--- src/rtl/txw_pkg.sv ---
`timescale 1ns/1ps
package txw_pkg;
   typedef enum logic [2:0] {
      ST_IDLE,
      ST_HDR,
      ST_FRAG,
      ST_COPY,
      ST_STAT,
      ST_LINK
   } walk_st_e;

   localparam logic [15:0] STAT_MASK = 16'h0FFF;
   localparam logic [15:0] LINK_EOL  = 16'h0001;
   localparam int          HDR_LAST  = 6;
   localparam int          TRIP_BASE = 4;
   localparam int          TRIP_LEN  = 3;
endpackage

--- src/rtl/txw_addr.sv ---
`timescale 1ns/1ps
module txw_addr #(
   parameter int ADDR_W     = 32,
   parameter int IDX_W      = 19,
   parameter bit ALLOW_WIDE = 1'b1
) (
   input  logic [ADDR_W-1:0] base,
   input  logic [IDX_W-1:0]  idx,
   input  logic              wide,
   output logic [ADDR_W-1:0] ent_addr
);
   generate
      if (ADDR_W < IDX_W + 2) begin : g_bad_width
         $error("txw_addr: ADDR_W too small for IDX_W");
      end
   endgenerate

   logic [ADDR_W-1:0] idx_ext;
   assign idx_ext = ADDR_W'(idx);

   generate
      if (ALLOW_WIDE) begin : g_dual
         assign ent_addr = base + (wide ? (idx_ext << 2) : (idx_ext << 1));
      end else begin : g_narrow
         logic unused_wide;
         assign unused_wide = wide;
         assign ent_addr    = base + (idx_ext << 1);
      end
   endgenerate
endmodule

--- src/rtl/txw_cap.sv ---
`timescale 1ns/1ps
module txw_cap #(
   parameter int BUF_BYTES = 16
) (
   input  logic clk,
   input  logic rst_n,
   input  logic clr,
   input  logic take,
   output logic room
);
   localparam int CNT_W = $clog2(BUF_BYTES + 1);

   generate
      if (BUF_BYTES < 1) begin : g_bad_cap
         $error("txw_cap: BUF_BYTES must be at least 1");
      end
   endgenerate

   logic [CNT_W-1:0] cnt;

   always_ff @(posedge clk or negedge rst_n) begin
      if (!rst_n)     cnt <= '0;
      else if (clr)   cnt <= '0;
      else if (take)  cnt <= cnt + 1'b1;
   end

   assign room = (cnt < CNT_W'(BUF_BYTES));

   // a byte is only taken while the packet still has room
   a_r6_no_overflow: assert property (@(posedge clk) disable iff (!rst_n)
      take |-> room);
   // the count restarts with each descriptor
   a_r6_clr_room: assert property (@(posedge clk) disable iff (!rst_n)
      clr |=> room);
endmodule

--- src/rtl/txw_walker.sv ---
`timescale 1ns/1ps
module txw_walker
   import txw_pkg::*;
#(
   parameter int HALF_W     = 16,
   parameter int BUF_BYTES  = 16,
   parameter bit ALLOW_WIDE = 1'b1
) (
   input  logic              clk,
   input  logic              rst_n,
   input  logic              start,
   input  logic [15:0]       start_lo,
   input  logic [15:0]       upper_hi,
   input  logic              wide,
   input  logic              halt,
   input  logic [15:0]       tx_ctrl,
   output logic              mem_req,
   output logic              mem_we,
   output logic              mem_byte,
   output logic [31:0]       mem_addr,
   output logic [15:0]       mem_wdata,
   input  logic              mem_ack,
   input  logic [15:0]       mem_rdata,
   output logic              out_valid,
   output logic [7:0]        out_data,
   output logic              busy,
   output logic              irq
);
   localparam int ADDR_W = 2 * HALF_W;
   localparam int IDX_W  = HALF_W + 3;

   generate
      if (HALF_W != 16) begin : g_bad_half
         $error("txw_walker: port widths assume HALF_W == 16");
      end
   endgenerate

   walk_st_e          st;
   logic [HALF_W-1:0] desc_lo, desc_hi;
   logic              wide_q;
   logic [IDX_W-1:0]  ent_idx, frag_base, ent_sel;
   logic [1:0]        sub;
   logic [HALF_W-1:0] frag_cnt, frag_i, fsize, boff;
   logic [ADDR_W-1:0] fptr, ent_addr;
   logic              room, copy_go, copy_end, take, cap_clr;

   always_comb begin
      unique case (st)
         ST_STAT: ent_sel = '0;
         ST_LINK: ent_sel = frag_base;
         default: ent_sel = ent_idx;
      endcase
   end

   txw_addr #(.ADDR_W(ADDR_W), .IDX_W(IDX_W), .ALLOW_WIDE(ALLOW_WIDE)) u_addr (
      .base     ({desc_hi, desc_lo}),
      .idx      (ent_sel),
      .wide     (wide_q),
      .ent_addr (ent_addr)
   );

   assign copy_go  = (st == ST_COPY) && (boff != fsize) && room;
   assign copy_end = (st == ST_COPY) && !((boff != fsize) && room);
   assign take     = copy_go && mem_ack;
   assign cap_clr  = ((st == ST_IDLE) && start) ||
                     ((st == ST_LINK) && mem_ack && !mem_rdata[0]);

   txw_cap #(.BUF_BYTES(BUF_BYTES)) u_cap (
      .clk   (clk),
      .rst_n (rst_n),
      .clr   (cap_clr),
      .take  (take),
      .room  (room)
   );

   assign mem_req   = (st == ST_HDR) || (st == ST_FRAG) || (st == ST_STAT) ||
                      (st == ST_LINK) || copy_go;
   assign mem_we    = (st == ST_STAT);
   assign mem_byte  = (st == ST_COPY);
   assign mem_addr  = (st == ST_COPY) ? (fptr + ADDR_W'(boff)) : ent_addr;
   assign mem_wdata = tx_ctrl & STAT_MASK;
   assign busy      = (st != ST_IDLE);

   always_ff @(posedge clk or negedge rst_n) begin
      if (!rst_n) begin
         st        <= ST_IDLE;
         desc_lo   <= '0;
         desc_hi   <= '0;
         wide_q    <= 1'b0;
         ent_idx   <= '0;
         frag_base <= '0;
         sub       <= '0;
         frag_cnt  <= '0;
         frag_i    <= '0;
         fsize     <= '0;
         boff      <= '0;
         fptr      <= '0;
         out_valid <= 1'b0;
         out_data  <= '0;
         irq       <= 1'b0;
      end else begin
         irq       <= 1'b0;
         out_valid <= 1'b0;
         unique case (st)
            ST_IDLE: begin
               if (start) begin
                  desc_lo   <= start_lo & ~LINK_EOL;
                  desc_hi   <= upper_hi;
                  wide_q    <= wide;
                  ent_idx   <= IDX_W'(1);
                  frag_base <= IDX_W'(TRIP_BASE);
                  frag_i    <= '0;
                  st        <= ST_HDR;
               end
            end
            ST_HDR: begin
               if (mem_ack) begin
                  case (ent_idx)
                     IDX_W'(3): frag_cnt          <= mem_rdata;
                     IDX_W'(4): fptr[HALF_W-1:0]  <= mem_rdata;
                     IDX_W'(5): fptr[ADDR_W-1:HALF_W] <= mem_rdata;
                     IDX_W'(6): begin
                        fsize <= mem_rdata;
                        boff  <= '0;
                     end
                     default: ;
                  endcase
                  ent_idx <= ent_idx + 1'b1;
                  if (ent_idx == IDX_W'(HDR_LAST))
                     st <= (frag_cnt == '0) ? ST_STAT : ST_COPY;
               end
            end
            ST_FRAG: begin
               if (mem_ack) begin
                  case (sub)
                     2'd0:    fptr[HALF_W-1:0]      <= mem_rdata;
                     2'd1:    fptr[ADDR_W-1:HALF_W] <= mem_rdata;
                     default: begin
                        fsize <= mem_rdata;
                        boff  <= '0;
                     end
                  endcase
                  sub     <= sub + 1'b1;
                  ent_idx <= ent_idx + 1'b1;
                  if (sub == 2'd2) st <= ST_COPY;
               end
            end
            ST_COPY: begin
               if (copy_end) begin
                  frag_i    <= frag_i + 1'b1;
                  frag_base <= frag_base + IDX_W'(TRIP_LEN);
                  ent_idx   <= frag_base + IDX_W'(TRIP_LEN);
                  sub       <= '0;
                  st        <= ((frag_i + 1'b1) == frag_cnt) ? ST_STAT : ST_FRAG;
               end else if (mem_ack) begin
                  boff      <= boff + 1'b1;
                  out_valid <= 1'b1;
                  out_data  <= mem_rdata[7:0];
               end
            end
            ST_STAT: begin
               if (mem_ack) st <= halt ? ST_IDLE : ST_LINK;
            end
            ST_LINK: begin
               if (mem_ack) begin
                  desc_lo <= mem_rdata & ~LINK_EOL;
                  if (mem_rdata[0]) begin
                     irq <= 1'b1;
                     st  <= ST_IDLE;
                  end else begin
                     ent_idx   <= IDX_W'(1);
                     frag_base <= IDX_W'(TRIP_BASE);
                     frag_i    <= '0;
                     st        <= ST_HDR;
                  end
               end
            end
            default: st <= ST_IDLE;
         endcase
      end
   end

   // an outstanding request is held until acknowledged
   a_r10_req_hold: assert property (@(posedge clk) disable iff (!rst_n)
      (mem_req && !mem_ack) |=> (mem_req && $stable(mem_addr) && $stable(mem_we)));
   // every output byte follows an acknowledged byte read
   a_r5_out_after_read: assert property (@(posedge clk) disable iff (!rst_n)
      out_valid |-> $past(mem_ack && mem_byte));
   // end-of-chain pulse lasts one cycle and leaves the walker idle
   a_r8_irq_pulse: assert property (@(posedge clk) disable iff (!rst_n)
      irq |=> !irq);
   a_r8_irq_idle: assert property (@(posedge clk) disable iff (!rst_n)
      irq |-> !busy);
   // halt at the status write ends the walk
   a_r9_halt_stop: assert property (@(posedge clk) disable iff (!rst_n)
      (mem_req && mem_we && mem_ack && halt) |=> (!busy && !irq));
   // status write is a word access, never a byte access
   a_r7_word_write: assert property (@(posedge clk) disable iff (!rst_n)
      mem_we |-> (mem_req && !mem_byte));
endmodule

--- config.mk ---
export PLATFORM = sky130hd
export DESIGN_NAME = txw_walker
export DESIGN_NICKNAME = d
export VERILOG_FILES = /design/src/rtl/txw_pkg.sv /design/src/rtl/txw_addr.sv /design/src/rtl/txw_cap.sv /design/src/rtl/txw_walker.sv
export SDC_FILE = /design/constraint.sdc
export NUM_CORES = 1
export LEC_CHECK = 0
export BUFFER_PORTS_ARGS = -buffer_cell sky130_fd_sc_hd__buf_2
export CAP_MARGIN = 25
export CORE_ASPECT_RATIO = 1.25
export CORE_MARGIN = 2
export CORE_UTILIZATION = 42
export CTS_CLUSTER_SIZE = 8
export DETAILED_ROUTE_END_ITERATION = 12
export HOLD_SLACK_MARGIN = 0.08
export PLACE_DENSITY = 0.67
export SLEW_MARGIN = 20
export SYNTH_ARGS = -nofsm -noshare
export SYNTH_HDL_FRONTEND = slang
export SYNTH_SLANG_ARGS = --single-unit
--- constraint.sdc ---
create_clock -name clk -period 14 [get_ports clk]
set_input_delay 2.8 -clock clk [delete_from_list [all_inputs] [get_ports clk]]
set_output_delay 2.8 -clock clk [all_outputs]
set_load 0.05 [all_outputs]
==> results.sh, run 1 <==
export IMPL_outcome="finished clean"
export IMPL_detailroute_via_count=10410
export IMPL_viasPerCell=5.714
export IMPL_start_kind="flip-flop"
export IMPL_antenna_violating_nets_post_route=0
export IMPL_grt_use_total_pct=22.57
export IMPL_worst_setup_hold_path_clk_slew_ns=0.07
export IMPL_initialDrtViolationCount=915
export IMPL_ir_drop_v=0.0002046
export IMPL_timing_fmax_ghz=0.1235
export IMPL_grt_antenna_before_repair=3
export IMPL_hpwlAfterDp_um=25000
export IMPL_clock_root_buffer="clkbuf_16"
export IMPL_worst_pin_slew_ns=1.017
export IMPL_netlist_top_cells_area="dfrtp_1 (38%), mux2_2 (7.7%), xor2_1 (5.0%), ha_1 (4.9%), o21ai_0 (4.4%)"
export IMPL_setup_tns_ns=0
export IMPL_crit_type="reg2out"
export IMPL_maxCapViolCount=0
export IMPL_layout_drive_gt1_share_pct=17.57
export IMPL_grt_first_pass_wirelength_um=54510
export IMPL_synth_edff_count=0
export IMPL_final_min_clock_period_ns=8.098
export IMPL_cts_root_to_sink_buffers=2
export IMPL_timing_critical_path_to_type="output pin"
export IMPL_yosysTopAreaCellShare_pct=37.57
export IMPL_synth_sequential_area_ratio_pct=37.57
export IMPL_worst_min_path_class="reg2reg"
export IMPL_die_y_um=196.0
export IMPL_layout_filler_cells=2781
export IMPL_dr_pass1_iters=5
export IMPL_slowest_stage="a211oi_1"
export IMPL_post_route_period_util_pct=57.84
export IMPL_insertion_delay_ns=0.44
export IMPL_setup_viol=0
export IMPL_tritoncts="built"
export IMPL_start_util_pct=42.48
export IMPL_post_synth_cell_area_avg_um2=9.137
export IMPL_path_buf_inv=2
export IMPL_postSynthRegisterBits=186
export IMPL_die_width_um=157.6
export IMPL_design_final_nets=1531
export IMPL_critical_path_required_ns=11.20
export IMPL_worst_path_dominant_cell_family="compound AO/OA/AOI/OAI gates"
export IMPL_hold_bufs_at_cts=0
export IMPL_grt_ovfl_total=0
export IMPL_async_s_r_ff_share_synth_pct=100.0
export IMPL_power_leakage_nw=6.208
export IMPL_cts_sinks=186
export IMPL_postCtsSetupRepairBufs=0
export IMPL_hold_worst_slack_ns=0.4725
export IMPL_rsz0062_at_grt="false"
export IMPL_finalWeightedCongestion=0.8819
export IMPL_grt_start_max_net_pins=72
export IMPL_synthDistinctLibCells=74
export IMPL_timing_slew_headroom_pct=32.22
export IMPL_finClkSkew_ns=0.01159
export IMPL_fin_area_um2=13700
export IMPL_drv_slew=0
export IMPL_netlist_instances=1356
export IMPL_synthesis_yosys_warnings=0
export IMPL_syn_to_final_growth_pct=10.55
export IMPL_critical_path_max_fanout=17
export IMPL_worstPathCellList="clkinv_1 -> nand2_1 -> a21oi_1 -> mux2i_1 -> ha_1 -> o211ai_1 -> nand3b_1 -> a32oi_1 -> o21ai_0 -> a211oi_1 -> nor2b_1 -> xnor2_1 -> mux2i_1 -> buf_2"
export IMPL_power_density_normalized_to_cell_area_nw_per_um2=239.8
export IMPL_routed_wire_length_per_instance_um=18.81
export IMPL_worst_ep_arrival_time_ns=5.30
export IMPL_postPlaceCellArea_um2=13100
export IMPL_synthFlopType="dfrtp_1"
export IMPL_hold_viol=0
export IMPL_cts_repair_resized=0
export IMPL_buffer_ports_inserted=98
export IMPL_area_of_the_die_um2=30900
export IMPL_cts_buffers=17
export IMPL_via_count_of_the_first_global_routing_pass=9947
export IMPL_cts_htree_levels=4
export IMPL_io_pin_count=132
export IMPL_total_wirelength_of_the_detailed_routed_design_um=34250
export IMPL_synth_top_cell_by_area="dfrtp_1"
export IMPL_synth_cell_area_um2=12390
export IMPL_row_count=70
export IMPL_cell_repeated_most_along_the_worst_path="mux2i_1"
export IMPL_placeableCoreArea_um2=29170
export IMPL_detail_route_drc_violations=0
export IMPL_crit_path_max_incr_delay_ns=0.81
==> final cells by class <==
cell class,instances,area (µm²),share of cell area [%]
antenna,2,5.005,0.03654
tap,396,495.5,3.617
timing repair buffer,113,619.3,4.522
sequential,186,4654,33.98
clock buffer,19,442.9,3.234
clock inverter,13,142.6,1.041
multi-input combinational,1063,7228,52.77
inverter,29,108.9,0.7947
==> registers in the layout, indices dropped and copies added, names as in the netlist <==
| name | cells |
|---|---|
| desc_lo | 15 |
| fsize | 16 |
| ent_idx | 19 |
| boff | 16 |
| wide_q | 1 |
| sub | 2 |
| desc_hi | 16 |
| out_data | 8 |
| frag_cnt | 16 |
| st | 3 |
| fptr | 32 |
| out_valid | 1 |
| irq | 1 |
| frag_i | 16 |
| frag_base | 19 |
| u_cap.cnt | 5 |
==> through the flow <==
step           total power, mW  util (%)  cells  worst slack, ns
4_1_cts                  3.281     46.92   1819            5.971
2_1_floorplan            2.325         -   1359            7.041
6_report                 3.284     46.96   1821            5.902
5_1_grt                  3.482     46.96   1821            5.433
3_3_place_gp             2.746     44.86   1786            6.501
3_5_place_dp             2.779     44.91   1787            6.440
==> cells by family after synthesis <==
| logic type | count (synthesis) | synth area share (%) |
|---|---|---|
| AO/OA/AOI/OAI | 310 | 15.20 |
| XOR/XNOR | 124 | 8.766 |
| adder cells (fa/ha/maj) | 51 | 5.272 |
| buffers and inverters | 110 | 4.322 |
| flip-flops | 186 | 37.57 |
| multiplexers | 127 | 11.12 |
| other | 1 | 0.03027 |
| AND/OR/NAND/NOR | 447 | 17.72 |
==> per-layer routing <==
metal / global-route usage [%] / vias to the layer above / wire [µm]
met2: 37.34 / 313 / 16830
met4: 7.912 / 0 / 899
met1: 30.39 / 5074 / 14850
met5: 0 / - / 0
met3: 2.761 / 53 / 1659
li1: - / 4965 / -
==> report_power, final <==
part / internal [mW] / switching (mW)
sequential: 0.725 / 0.209
combinational: 0.626 / 1.23
clock: 0.270 / 0.224
total: 1.62 / 1.66
==> cells in the mapped netlist (24+ instances only) <==
cell type / count
a21oi_1: 77
and3_1: 36
clkbuf_1: 44
dfrtp_1: 186
ha_1: 49
inv_1: 27
mux2_2: 85
mux2i_1: 42
nand2_1: 136
nand3_1: 47
nand4_1: 24
nor2_1: 108
o21ai_0: 109
xnor2_1: 53
xor2_1: 71
==> placed cells by master, fill, tap and decap left out, types with 5 or more instances in the layout <==
cell type / Yosys / layout
dfrtp_1: 186 / 186
nand2_1: 136 / 136
o21ai_0: 109 / 109
nor2_1: 108 / 107
buf_2: 6 / 97
mux2_2: 85 / 85
a21oi_1: 77 / 75
xor2_1: 71 / 71
xnor2_1: 53 / 53
ha_1: 49 / 49
nand3_1: 47 / 47
mux2i_1: 42 / 42
and3_1: 36 / 36
inv_1: 27 / 27
nand4_1: 24 / 24
a21o_1: 19 / 19
nor3_1: 19 / 19
nor4_1: 17 / 17
clkbuf_16: 0 / 17
a31oi_1: 16 / 16
buf_4: 18 / 14
nand2b_1: 13 / 13
o31ai_1: 12 / 12
a211oi_1: 9 / 9
o211ai_1: 8 / 8
o21a_1: 7 / 7
and2_1: 6 / 6
or4_1: 6 / 6
nor2b_1: 5 / 5
a41oi_1: 5 / 5
o22ai_1: 5 / 5
==> tightest hold or removal path, delay by kind of cell, from the launching register on <==
family           cells  cell delay (ns)
DFF                  1             0.34
and+or+nand+nor      2             0.11
==> worst paths after layout <==
check,slack (ns),end,from,depth (start not counted)
worst min-delay path,0.47,out_data[5],out_data[5],2
max in group asynchronous,10.32,sub[1],rst_n,2
worst max-delay path,5.90,mem_addr[22],st[1],14
worst max register to register,10.26,u_cap.cnt[3],st[1],10
min in group asynchronous,2.35,desc_hi[9],rst_n,1
worst min register to register,0.47,out_data[5],out_data[5],2
No activity file was read; power rests on OpenSTA's default activity.
==> inputs of run 2 (changes only) <==
--- a/config.mk
+++ b/config.mk
@@ -13,7 +13,7 @@
 export CTS_CLUSTER_SIZE = 8
 export DETAILED_ROUTE_END_ITERATION = 12
 export HOLD_SLACK_MARGIN = 0.08
-export PLACE_DENSITY = 0.67
+export PLACE_DENSITY = 0.7
 export SLEW_MARGIN = 20
 export SYNTH_ARGS = -nofsm -noshare
 export SYNTH_HDL_FRONTEND = slang
==> constraint.sdc (replaced) <==
create_clock -name clk -period 7.4 [get_ports clk]
set_input_delay 1.48 -clock clk [delete_from_list [all_inputs] [get_ports clk]]
set_output_delay 1.48 -clock clk [all_outputs]
set_load 0.05 [all_outputs]
==> run 2 against run 1 <==
  * Critical path type unchanged
  * Wire length grew 0.87%
  * Sequential power up 92%
  * Via count increased by 0.49%
  * Critical path depth is 1 higher
  * Register-to-register slack lost 6.7 ns
  * Sequential share of layout area fell by 0.16 points
  * Power is 92% higher
  * Global-route usage rose by 0.22 points
==> results.sh, run 2 (synthesis results as in run 1) <==
export IMPL_post_route_period_util_pct=91.96
export IMPL_worst_setup_hold_path_clk_slew_ns=0.07
export IMPL_grt_first_pass_wirelength_um=55120
export IMPL_hold_bufs_at_cts=0
export IMPL_setup_viol=0
export IMPL_cts_htree_levels=4
export IMPL_initialDrtViolationCount=886
export IMPL_placeableCoreArea_um2=29170
export IMPL_grt_start_max_net_pins=70
export IMPL_path_buf_inv=2
export IMPL_layout_commonest_cell="dfrtp_1"
export IMPL_antenna_violating_nets_post_route=0
export IMPL_grt_use_total_pct=22.80
export IMPL_regToRegSetupSlack_ns=3.54
export IMPL_worstPathCellList="nor2b_1 -> buf_4 -> nor2_1 -> a31oi_1 -> mux2i_1 -> ha_1 -> nor4_1 -> o21ai_0 -> a32oi_1 -> o21ai_0 -> a211oi_1 -> nor3b_1 -> xnor2_1 -> mux2i_1 -> buf_2"
export IMPL_cp_num_cells=15
export IMPL_die_y_um=196.0
export IMPL_dr_pass1_iters=5
export IMPL_timing_rr_end="u_cap.cnt[3]"
export IMPL_hpwlAfterDp_um=25270
export IMPL_worstReg2RegStart="st[1]"
export IMPL_r2r_worst_path_cells=10
export IMPL_io_pin_count=132
export IMPL_setup_tns_ns=0
export IMPL_syn_to_final_growth_pct=11.07
export IMPL_via_count_of_the_first_global_routing_pass=10090
export IMPL_critical_path_required_ns=5.92
export IMPL_cts_repair_resized=0
export IMPL_slowest_stage="a211oi_1"
export IMPL_crit_path_max_incr_delay_ns=0.74
export IMPL_worst_path_dominant_cell_family="compound AO/OA/AOI/OAI gates"
export IMPL_row_count=70
export IMPL_total_wirelength_of_the_detailed_routed_design_um=34550
export IMPL_grt_antenna_before_repair=2
export IMPL_timing_fmax_ghz=0.1469
export IMPL_startpoint="st[1]"
export IMPL_clock_root_buffer="clkbuf_16"
export IMPL_detailroute_via_count=10460
export IMPL_maxCapViolCount=0
export IMPL_postCtsSetupRepairBufs=0
export IMPL_rsz0062_at_grt="false"
export IMPL_power_mw=6.298
export IMPL_viasPerCell=5.739
export IMPL_finalWeightedCongestion=0.9151
export IMPL_worst_pin_slew_ns=1.014
export IMPL_outcome="finished clean"
export IMPL_power_density_normalized_to_cell_area_nw_per_um2=457.7
export IMPL_timing_slew_headroom_pct=32.39
export IMPL_cts_root_to_sink_buffers=2
export IMPL_flip_flop_count_of_the_largest_register_after_layout=32
export IMPL_area_of_the_die_um2=30900
export IMPL_ir_drop_v=0.0003102
export IMPL_cts_sinks=186
export IMPL_final_min_clock_period_ns=6.805
export IMPL_hold_viol=0
export IMPL_detail_route_drc_violations=0
export IMPL_grt_ovfl_total=0
export IMPL_design_final_nets=1533
export IMPL_reg_largest_list="fptr: 32 flops, ent_idx: 19 flops, frag_base: 19 flops"
export IMPL_worst_min_path_class="reg2reg"
export IMPL_die_width_um=157.6
export IMPL_start_kind="flip-flop"
export IMPL_most_common_layout_cells="dfrtp_1 (186), nand2_1 (136), o21ai_0 (109)"
export IMPL_timing_critical_path_to_type="output pin"
export IMPL_regMostFlops="fptr"
export IMPL_drv_slew=0
export IMPL_critical_path_max_fanout=18
export IMPL_worst_ep_arrival_time_ns=5.33
export IMPL_finClkSkew_ns=0.009624
export IMPL_crit_end="mem_addr[26]"
export IMPL_tritoncts="built"
export IMPL_start_util_pct=42.48
export IMPL_routed_wire_length_per_instance_um=18.96
export IMPL_cts_buffers=17
export IMPL_buffer_ports_inserted=98
export IMPL_power_leakage_nw=6.241
export IMPL_layout_drive_gt1_share_pct=17.63
export IMPL_insertion_delay_ns=0.44
export IMPL_crit_type="reg2out"
run 2: changes by cell type in the layout (fill, tap and decap cells not counted), sizes merged:
cell / delta
clkinv: -4
bufinv: +2
inv: -2
clkbuf: +3
buf: +2
run 2: worst min path at each step:
stage                 from     endpoint  slack [ns]  cells after the start
2_1_floorplan  desc_lo[10]  desc_lo[10]        0.46                      2
3_3_place_gp   out_data[1]  out_data[1]        0.46                      2
3_5_place_dp   out_data[2]  out_data[2]        0.46                      2
4_1_cts        out_data[1]  out_data[1]        0.48                      2
5_1_grt        out_data[4]  out_data[4]        0.50                      2
6_report       out_data[1]  out_data[1]        0.48                      2
run 2: area by class of cell:
| cell class | instances | area (µm²) |
|---|---|---|
| well taps | 396 | 495.5 |
| repair buffers | 115 | 630.6 |
| fillers | 2767 | 15400 |
| inverters | 29 | 108.9 |
| diodes | 2 | 5.005 |
| multi-input cells | 1063 | 7221 |
| flip-flops and latches | 186 | 4654 |
| clock buffers | 22 | 484.2 |
| clock inverters | 9 | 161.4 |
run 2: layer usage:
metal / global-route usage, % / wire, µm / share of wire [%]
met1: 30.50 / 15180 / 44
met2: 37.76 / 16930 / 49
met3: 2.982 / 1515 / 4.4
met4: 8.081 / 923 / 2.7
met5: 0 / 0 / 0
run 2: power by group:
part           internal, mW  switching (mW)  leakage [nW]  total [mW]
Clock                 0.603           0.408         0.309        1.01
Combinational          1.18            2.32          3.59        3.50
Sequential             1.37           0.414          2.34        1.79
run 2: tightest hold or removal path, cell delays in order (launching register included):
cell and delay, ns:
dfrtp_1 0.34, nand2_1 0.05, nand2_1 0.05
run 2: stage by stage:
| step | hold WS [ns] | worst slack (ns) | util, % | std cells | cell area, µm² |
|---|---|---|---|---|---|
| after floorplan | 0.4563 | 1.761 | - | 1359 | 12400 |
| after global placement | 0.4609 | 1.208 | 44.91 | 1788 | 13100 |
| after detailed placement | 0.4613 | 1.128 | 44.95 | 1789 | 13110 |
| after CTS | 0.4805 | 0.6684 | 47.16 | 1820 | 13760 |
| after global routing | 0.4979 | 0.2328 | 47.18 | 1822 | 13760 |
| final | 0.4756 | 0.5949 | 47.18 | 1822 | 13760 |
